<file path="config.mk">
export PLATFORM = sky130hd
export DESIGN_NAME = budget_xfer_arbiter
export DESIGN_NICKNAME = d
export VERILOG_FILES = /design/src/rtl/bta_pkg.sv /design/src/rtl/bta_flow.sv /design/src/rtl/bta_pick.sv /design/src/rtl/budget_xfer_arbiter.sv
export SDC_FILE = /design/constraint.sdc
export NUM_CORES = 1
export LEC_CHECK = 0
export BUFFER_PORTS_ARGS = -buffer_cell sky130_fd_sc_hd__buf_4
export CORE_ASPECT_RATIO = 1.4
export CORE_MARGIN = 10
export CORE_UTILIZATION = 65
export CTS_BUF_LIST = sky130_fd_sc_hd__clkbuf_4
export DETAILED_ROUTE_END_ITERATION = 8
export PLACE_DENSITY = 0.8
export SLEW_MARGIN = 15
export SYNTH_ARGS = -nofsm -noshare
export SYNTH_HDL_FRONTEND = slang
export SYNTH_SLANG_ARGS = --single-unit
</file>
<file path="constraint.sdc">
create_clock -name clk -period 23 [get_ports clk]
set_input_delay 2.3 -clock clk [delete_from_list [all_inputs] [get_ports clk]]
set_output_delay 2.3 -clock clk [all_outputs]
set_load 0.01 [all_outputs]
</file>
<file path="src/rtl/bta_pkg.sv">
package bta_pkg;
  typedef enum logic {
    CFG_BUDGET = 1'b0,
    CFG_PERIOD = 1'b1
  } cfg_kind_e;
endpackage

</file>
<file path="src/rtl/bta_flow.sv">
module bta_flow #(
  parameter int W = 16
) (
  input  logic         clk,
  input  logic         rst,
  input  logic         load,
  input  logic         run,
  input  logic         tick,
  input  logic         consume,
  input  logic [W-1:0] budget,
  input  logic [W-1:0] period,
  output logic         has_bud
);
  logic [W-1:0] rem, amt, tmr;
  logic         pend;
  logic         use_ok, expire;

  assign use_ok  = run && consume && (rem != '0);
  assign expire  = run && tick && pend && (tmr == W'(1));
  assign has_bud = (rem != '0);

  always_ff @(posedge clk) begin
    if (rst) begin
      rem  <= '0;
      amt  <= '0;
      tmr  <= '0;
      pend <= 1'b0;
    end else if (load) begin
      rem  <= budget;
      amt  <= '0;
      tmr  <= '0;
      pend <= 1'b0;
    end else if (run) begin
      rem <= rem + (expire ? amt : '0) - W'(use_ok);
      if (expire) begin
        amt  <= use_ok ? W'(1) : '0;
        pend <= use_ok;
        tmr  <= period;
      end else begin
        if (use_ok) amt <= amt + W'(1);
        if (use_ok && !pend) begin
          pend <= 1'b1;
          tmr  <= period;
        end else if (pend && tick) begin
          tmr <= tmr - W'(1);
        end
      end
    end
  end

  AST_BUDGET_KEPT: assert property (@(posedge clk) disable iff (rst)
    run |-> ((W+1)'(rem) + (W+1)'(amt) == (W+1)'(budget)));
  AST_TIMER_RANGE: assert property (@(posedge clk) disable iff (rst)
    (run && pend) |-> (tmr != '0 && tmr <= period));
endmodule

</file>
<file path="src/rtl/bta_pick.sv">
module bta_pick #(
  parameter int N = 4,
  parameter int W = 16,
  localparam int IW = (N > 1) ? $clog2(N) : 1
) (
  input  logic [N-1:0]        elig,
  input  logic [N-1:0][W-1:0] per,
  output logic [IW-1:0]       best,
  output logic                found
);
  logic [W-1:0] best_per;

  always_comb begin
    best     = '0;
    found    = 1'b0;
    best_per = '0;
    for (int i = 0; i < N; i++) begin
      if (elig[i] && (!found || per[i] < best_per)) begin
        best     = IW'(i);
        best_per = per[i];
        found    = 1'b1;
      end
    end
  end
endmodule

</file>
<file path="src/rtl/budget_xfer_arbiter.sv">
module budget_xfer_arbiter #(
  parameter int N = 4,
  parameter int W = 16,
  localparam int IW = (N > 1) ? $clog2(N) : 1
) (
  input  logic          clk,
  input  logic          rst,
  input  logic          ctrl_en,
  input  logic          tick,
  input  logic [N-1:0]  xfer_rdy,
  output logic [N-1:0]  blk_o,
  input  logic          cfg_we,
  input  logic          cfg_kind,
  input  logic [IW-1:0] cfg_sel,
  input  logic [W-1:0]  cfg_data
);
  import bta_pkg::*;

  logic [N-1:0][W-1:0] bud_cfg, per_cfg;
  logic                en_q, load, run;
  logic [IW-1:0]       owner, best;
  logic                owner_vld, found;
  logic [N-1:0]        has_bud, elig, blk_q;

  assign load  = ctrl_en && !en_q;
  assign run   = ctrl_en && en_q;
  assign elig  = xfer_rdy & has_bud & {N{run}};
  assign blk_o = blk_q;

  always_ff @(posedge clk) begin
    if (rst) begin
      bud_cfg <= '0;
      per_cfg <= '1;
    end else if (cfg_we && !ctrl_en) begin
      if (cfg_kind == CFG_PERIOD) per_cfg[cfg_sel] <= cfg_data;
      else                        bud_cfg[cfg_sel] <= cfg_data;
    end
  end

  always_ff @(posedge clk) begin
    if (rst) en_q <= 1'b0;
    else     en_q <= ctrl_en;
  end

  for (genvar g = 0; g < N; g++) begin : g_flow
    logic consume;
    assign consume = run && owner_vld && (owner == IW'(g)) && xfer_rdy[g] && tick;
    bta_flow #(.W(W)) u_flow (
      .clk     (clk),
      .rst     (rst),
      .load    (load),
      .run     (run),
      .tick    (tick),
      .consume (consume),
      .budget  (bud_cfg[g]),
      .period  (per_cfg[g]),
      .has_bud (has_bud[g])
    );

    AST_EMPTY_BLOCKED: assert property (@(posedge clk) disable iff (rst)
      (en_q && !has_bud[g]) |=> (blk_o[g] || !en_q));
  end

  bta_pick #(.N(N), .W(W)) u_pick (
    .elig  (elig),
    .per   (per_cfg),
    .best  (best),
    .found (found)
  );

  always_ff @(posedge clk) begin
    if (rst || !ctrl_en) begin
      owner     <= '0;
      owner_vld <= 1'b0;
      blk_q     <= '0;
    end else if (owner_vld) begin
      if (!(found && best == owner)) begin
        owner_vld <= 1'b0;
        blk_q     <= '1;
      end
    end else if (found) begin
      owner     <= best;
      owner_vld <= 1'b1;
      blk_q     <= ~(N'(1) << best);
    end else begin
      blk_q <= '1;
    end
  end

  AST_ONE_OPEN: assert property (@(posedge clk) disable iff (rst)
    en_q |-> ($countones(~blk_o) <= 1));
  AST_OFF_OPEN: assert property (@(posedge clk) disable iff (rst)
    !en_q |-> (blk_o == '0));
  AST_HANDOVER: assert property (@(posedge clk) disable iff (rst)
    (en_q && $past(en_q) && ((~blk_o & $past(blk_o)) != '0)) |-> ($past(blk_o) == '1));
endmodule

</file>
# == Word level (Yosys, flattened, before mapping) ==
# Cells that the tools add are included.
# totals
in_bits,28
wordCells,221
output_inout_bits,4
register_bits,332
# classes
order_cmp,5
shift,1
n_addsub,16
bitwise,5
eq_ne,9
n_mux,64
reduce_logical,93
# ops
cell,n
$mux 16,36
$bwmux 64,2
$add 16x1->16 const B,4
$add 16x16->16,4
$eq 16x1->1 const B,4
$reduce_bool 16->1,4
$sub 16x1->16,4
$sub 16x1->16 const B,4
$lt 16x16->1,3
$logic_and 1x1->1,46
$demux 16 s2,1
$reduce_and 2->1,15
$mux 1,20
$reduce_bool 2->1,9
$mux 4,3
$reduce_bool 3->1,4
$logic_not 1->1,9
$and 4x4->4,2
$eq 2x2->1 const B,2
$logic_or 1x1->1,4
$mux 2,2
$not 4->4,1
$shl 1x2->4 const A,1
$lt 2x3->1 const B,1
other kinds (7),8

# == Longest topological paths before layout ==
# logic_depth
depth_word,20
mapped_depth,38
depth_no_buf,34

# == Hierarchy ==
# From an unflattened synthesis, not the netlist that was laid out.
# hier_totals
hier_cells,2597
area_unflattened_um2,21699.6
# modules_own_cells
mod,seq_area_each_um2,area_each_um2,n_inst,cells_each
bta_flow at g_flow[0].u_flow ...,980.9,3681.0,3,463
budget_xfer_arbiter,2722.6,5325.1,1,507
bta_flow at g_flow[3].u_flow,980.9,3718.6,1,499
bta_pick,0.0,1612.8,1,202

# == Worst setup path after synthesis ==
# Ideal clock, no wire load.
# synth_timing
path_type,input to register
from,input port ctrl_en
to,register owner_vld
setup_time_ns,0.122
n_path_buf,5
arrival_time_ns,9.026
required_time_ns,22.878
path_slack_ns,13.852
cell_stages,35
path_cell_list,buf_6 > nand2_1 > nor2_1 > clkbuf_1 > nand2_1 > ha_1 > or4_1 > o32ai_1 > a31oi_1 > nor2b_2 > nor3_2 > clkbuf_1 > a21oi_1 > ha_1 > a211oi_1 > o21bai_1 > a211oi_1 > o211ai_2 > o21ai_0 > a21oi_1 > o21ai_2 > buf_2 > buf_2 > nor2_1 > a21oi_1 > ha_1 > a211oi_1 > nor2_1 > nor3_1 > o21ai_0 > a2111o_1 > or2_2 > o21ai_4 > nor3_1 > o311a_1
# synth_via
elab_chain_cells,19
elab_cells_between_ends,31
classes_between,order compare (3); eq/ne (1); mux (13); bitwise (1); reduce/logical (13)
# synth_lines
item,line_no,source
from (decl),budget_xfer_arbiter.sv:8,"input logic ctrl_en,"
$logic_and 1x1->1,budget_xfer_arbiter.sv:26,assign run = ctrl_en && en_q;
$and 4x4->4,budget_xfer_arbiter.sv:27,assign elig = xfer_rdy & has_bud & {N{run}};
$mux 16 or $mux 1 (tied branches),bta_pick.sv:18,if (elig[i] && (!found || per[i] < best_per)) begin
$lt 16x16->1 or $logic_not 1->1 (tied branches),bta_pick.sv:18,
$logic_or 1x1->1,bta_pick.sv:18,
$logic_and 1x1->1,bta_pick.sv:18,
$mux 16 or $mux 1 (tied branches),bta_pick.sv:18,
$lt 16x16->1 or $logic_not 1->1 (tied branches),bta_pick.sv:18,
(+3 left out),--,
$lt 16x16->1 or $logic_not 1->1 (tied branches),bta_pick.sv:18,
$logic_or 1x1->1,bta_pick.sv:18,
$logic_and 1x1->1,bta_pick.sv:18,
$mux 2,bta_pick.sv:18,
$eq 2x2->1,budget_xfer_arbiter.sv:77,if (!(found && best == owner)) begin
$logic_and 1x1->1,budget_xfer_arbiter.sv:77,
$mux 1,budget_xfer_arbiter.sv:77,
$mux 1,budget_xfer_arbiter.sv:76,end else if (owner_vld) begin
to (signal assigned),budget_xfer_arbiter.sv:74,owner_vld <= 1'b0;
to (signal assigned),budget_xfer_arbiter.sv:78,owner_vld <= 1'b0;
to (signal assigned),budget_xfer_arbiter.sv:83,owner_vld <= 1'b1;
to (decl),budget_xfer_arbiter.sv:22,"logic owner_vld, found;"
# Several ways; a longest one is shown, not always the timed one.
# A chain may end at the register's enable or synchronous reset.

# == Final worst setup path ==
# Ends and elaborated chain as after synthesis.

==> metrics.yaml <==
worst-slew-pin-transition_ns: 1.15
initial_utilization_pct: 65.6
final_min_period_over_clock_period_pct: 45.8
yosys_most_used_dff: "sky130_fd_sc_hd__dfxtp_1"
outcome: "finished clean"
routedWlPerCell_um: 17.3
p_leak_nw: 8.48
clock-root-buffer: "sky130_fd_sc_hd__clkbuf_4"
post_cts_buffers: 0
ant_nets: 0
placement_rows: 76
tritoncts_num_sinks: 332
wire_length_of_the_first_global_routing_pass_um: 83100
number_of_port_buffers: 31
timing.final.hold_violations: 0
final_core_util_pct: 69.9
dr.pass1.iters: 8
vias: 17835
final_period_minus_worst_setup_slack_ns: 10.54
path_class: "input pin to flop"
ys_seq_area_share_pct: 33.0
mappedNetlistNets: 2766
async_flop_share_pct: 0
p_comb_share_pct: 17.3
detailed_place_hpwl_um: 37100
clockPowerShare_pct: 36.8
fin_max_slew_vios: 0
finalSetupViolCount: 0
dr.first_iter.drc_count: 1244
cts_hold_buffers: 0
cts.reportedPaths.clkPinSlew_ns: 0.08
ff2ff_setup_slack_ns: 13.65
share_seq_of_total_power_pct: 45.9
ctsLongestPathBuffers: 3
crit_required_ns: 23.66
synthesis.area_per_instance_um2: 7.88
net-switching-power_w: 0.000388
cp_max_stage_delay_ns: 0.88
final_net_count: 2767
crit_arrival_ns: 11.20
post_drt_via_cell_ratio: 5.93
holdCritPathClass: "flop to flop"
ir_worst_vdd_uv: 49.1
gp_congestion: 0.932
h-tree-depth: 3
yosys_register_bits: 332
ctsResizeCount: 0
fmax_ghz: 0.0949
mappedNetlistArea_mm2: 0.0201
synth_edf_count: 0
netlist_instances: 2557
internal-power_w: 0.000921
die_w_um: 169
detail_route.wirelength_um: 52000
setup.worst_path.start_class: "input pin"
clock_latency_ns: 0.79
core-area_mm2: 0.0307
numCtsBuffers: 83
endpoint_kind: "flop"
worst_path_most_repeated_cell: "sky130_fd_sc_hd__nor2_1"
design.portCount: 32
number_of_maximum_capacitance_violations: 0
critical_path.max_fanout: 44
ff2ff_path_depth: 34
die_area_mm2: 0.0385
grt_remaining_overflow: 0
drc: 0
yosysWarnings: 0
finClkSkew_ns: 0.0452
grt_start_max_net_pins: 92
setup-tns-final_ns: 0
timing.max_slew.rel_slack_pct: 23.1
tritoncts_clock_tree: "done"
crit_path_max_delay_cell_type: "sky130_fd_sc_hd__nor3_4"
fp.dieH_um: 228
grt_antenna_before_repair: 2
gr-usage-all-layers_pct: 26.0
layout-area-overhead-vs-synth_pct: 6.55
hold_depth: 2
rsz0062_at_grt: "false"
netSwitchingFraction_pct: 29.6
power_density_mw_per_mm2: 61.0
share_of_layout_cells_above_drive_strength_1_pct: 8.30
via_count_of_the_first_global_routing_pass: 17212
synth.lib_cells_used.distinct: 78
## worst max-delay path, delay by kind of cell
kind / cells / cell delay [ns]
and+or+nand+nor: 14 / 3.98
adders and majority gates: 3 / 0.80
AOI/OAI and AO/OA: 14 / 3.29
buffers and inverters: 2 / 0.78
## power by group through the flow
| stage | combinational (W) | sequential (W) | clock [W] |
|---|---|---|---|
| floorplan | 0.000176 | 0.000607 | 0 |
| global placement | 0.000217 | 0.000613 | 0 |
| detailed placement | 0.000224 | 0.000613 | 0 |
| CTS | 0.000226 | 0.000600 | 0.000492 |
| global route | 0.000252 | 0.000601 | 0.000522 |
| finish | 0.000227 | 0.000601 | 0.000481 |
## cells in the final DEF (no fill, tap or decap), types with 11 or more instances in the layout
cell and instances:
sky130_fd_sc_hd__a21oi_1 174, sky130_fd_sc_hd__a211o_1 49, sky130_fd_sc_hd__nor3_1 54, sky130_fd_sc_hd__nand4_1 18, sky130_fd_sc_hd__dfxtp_1 331, sky130_fd_sc_hd__or3_1 18
sky130_fd_sc_hd__nand3b_1 25, sky130_fd_sc_hd__a21o_1 17, sky130_fd_sc_hd__clkbuf_4 121, sky130_fd_sc_hd__nand3_1 49, sky130_fd_sc_hd__a31oi_1 11, sky130_fd_sc_hd__ha_1 177
sky130_fd_sc_hd__buf_4 47, sky130_fd_sc_hd__nor4_1 25, sky130_fd_sc_hd__a211oi_1 119, sky130_fd_sc_hd__nor2b_1 67, sky130_fd_sc_hd__nand2_1 346, sky130_fd_sc_hd__mux2i_1 57
sky130_fd_sc_hd__xor2_1 67, sky130_fd_sc_hd__inv_1 219, sky130_fd_sc_hd__and3_1 19, sky130_fd_sc_hd__or4_1 11, sky130_fd_sc_hd__o21ai_0 48, sky130_fd_sc_hd__clkinv_1 15
sky130_fd_sc_hd__nor2_1 303, sky130_fd_sc_hd__xnor2_1 97
## stage by stage
step           instances  cell area (µm²)  hold slack (ns)  setup WS [ns]  total power (W)
2_1_floorplan       2557            20100            0.432          13.85         0.000783
3_3_place_gp        2863            20500            0.441          11.97         0.000830
3_5_place_dp        2863            20500            0.446          11.80         0.000837
4_1_cts             3005            21500            0.456          12.60          0.00132
5_1_grt             3008            21500            0.472          11.77          0.00138
6_report            3008            21500            0.454          12.46          0.00131
## flip-flops by register name (all words and copies together), names as in the netlist
signal,flops
g_flow.u_flow.amt,64
g_flow.u_flow.pend,4
g_flow.u_flow.tmr,64
bud_cfg,64
owner,2
owner_vld,1
g_flow.u_flow.rem,64
blk_o,4
en_q,1
per_cfg,64
## synthesized netlist by cell type (19+ instances only)
cell type	n	area share [%]
sky130_fd_sc_hd__nand3b_1	25	0.93
sky130_fd_sc_hd__a211o_1	49	2.1
sky130_fd_sc_hd__mux2i_1	57	2.8
sky130_fd_sc_hd__nand3_1	49	1.2
sky130_fd_sc_hd__clkbuf_1	96	1.8
sky130_fd_sc_hd__ha_1	177	11
sky130_fd_sc_hd__a21oi_1	176	4.4
sky130_fd_sc_hd__a211oi_1	119	4.4
sky130_fd_sc_hd__dfxtp_1	332	33
sky130_fd_sc_hd__nor3_1	54	1.3
sky130_fd_sc_hd__o21ai_0	48	1.2
sky130_fd_sc_hd__nand2_1	346	6.4
sky130_fd_sc_hd__xnor2_1	97	4.2
sky130_fd_sc_hd__inv_1	219	4.1
sky130_fd_sc_hd__nor4_1	26	0.81
sky130_fd_sc_hd__xor2_1	67	2.9
sky130_fd_sc_hd__and3_1	19	0.59
sky130_fd_sc_hd__nor2_1	306	5.7
sky130_fd_sc_hd__nor2b_1	67	2.1
## logic make-up after synthesis
group	synth area share, %
flip-flops	33.0
AO/OA/AOI/OAI	15.7
adder cells (fa/ha/maj)	11.4
multiplexers	2.94
XOR/XNOR	7.13
AND/OR/NAND/NOR	22.9
buffers and inverters	6.95
## layer usage
metal  global-route usage (%)  up-vias  part of all wire, %
met5                        0        -                    0
met4                     12.2        0                  4.1
met3                     4.99      157                  6.7
met2                     45.4      540                   50
met1                     29.8     8348                   39
li1                         -     8790                    -
## path summary, 6_finish.rpt
check	startpoint	endpoint
setup / recovery	ctrl_en	owner_vld
hold / removal	bud_cfg[46]	bud_cfg[46]
setup reg to reg	g_flow[0].u_flow.rem[8]	owner_vld
hold reg to reg	bud_cfg[46]	bud_cfg[46]
## cell type report
type,instances,area (µm²)
inverter,220,826
clock buffer,121,908
fill,2546,9250
timing repair buffer,48,364
sequential,332,6650
antenna,3,7.51
clock inverter,21,83.8
tap,390,488
multi-input combinational,1873,12100
Note: power is estimated with default switching activity, not from simulation.
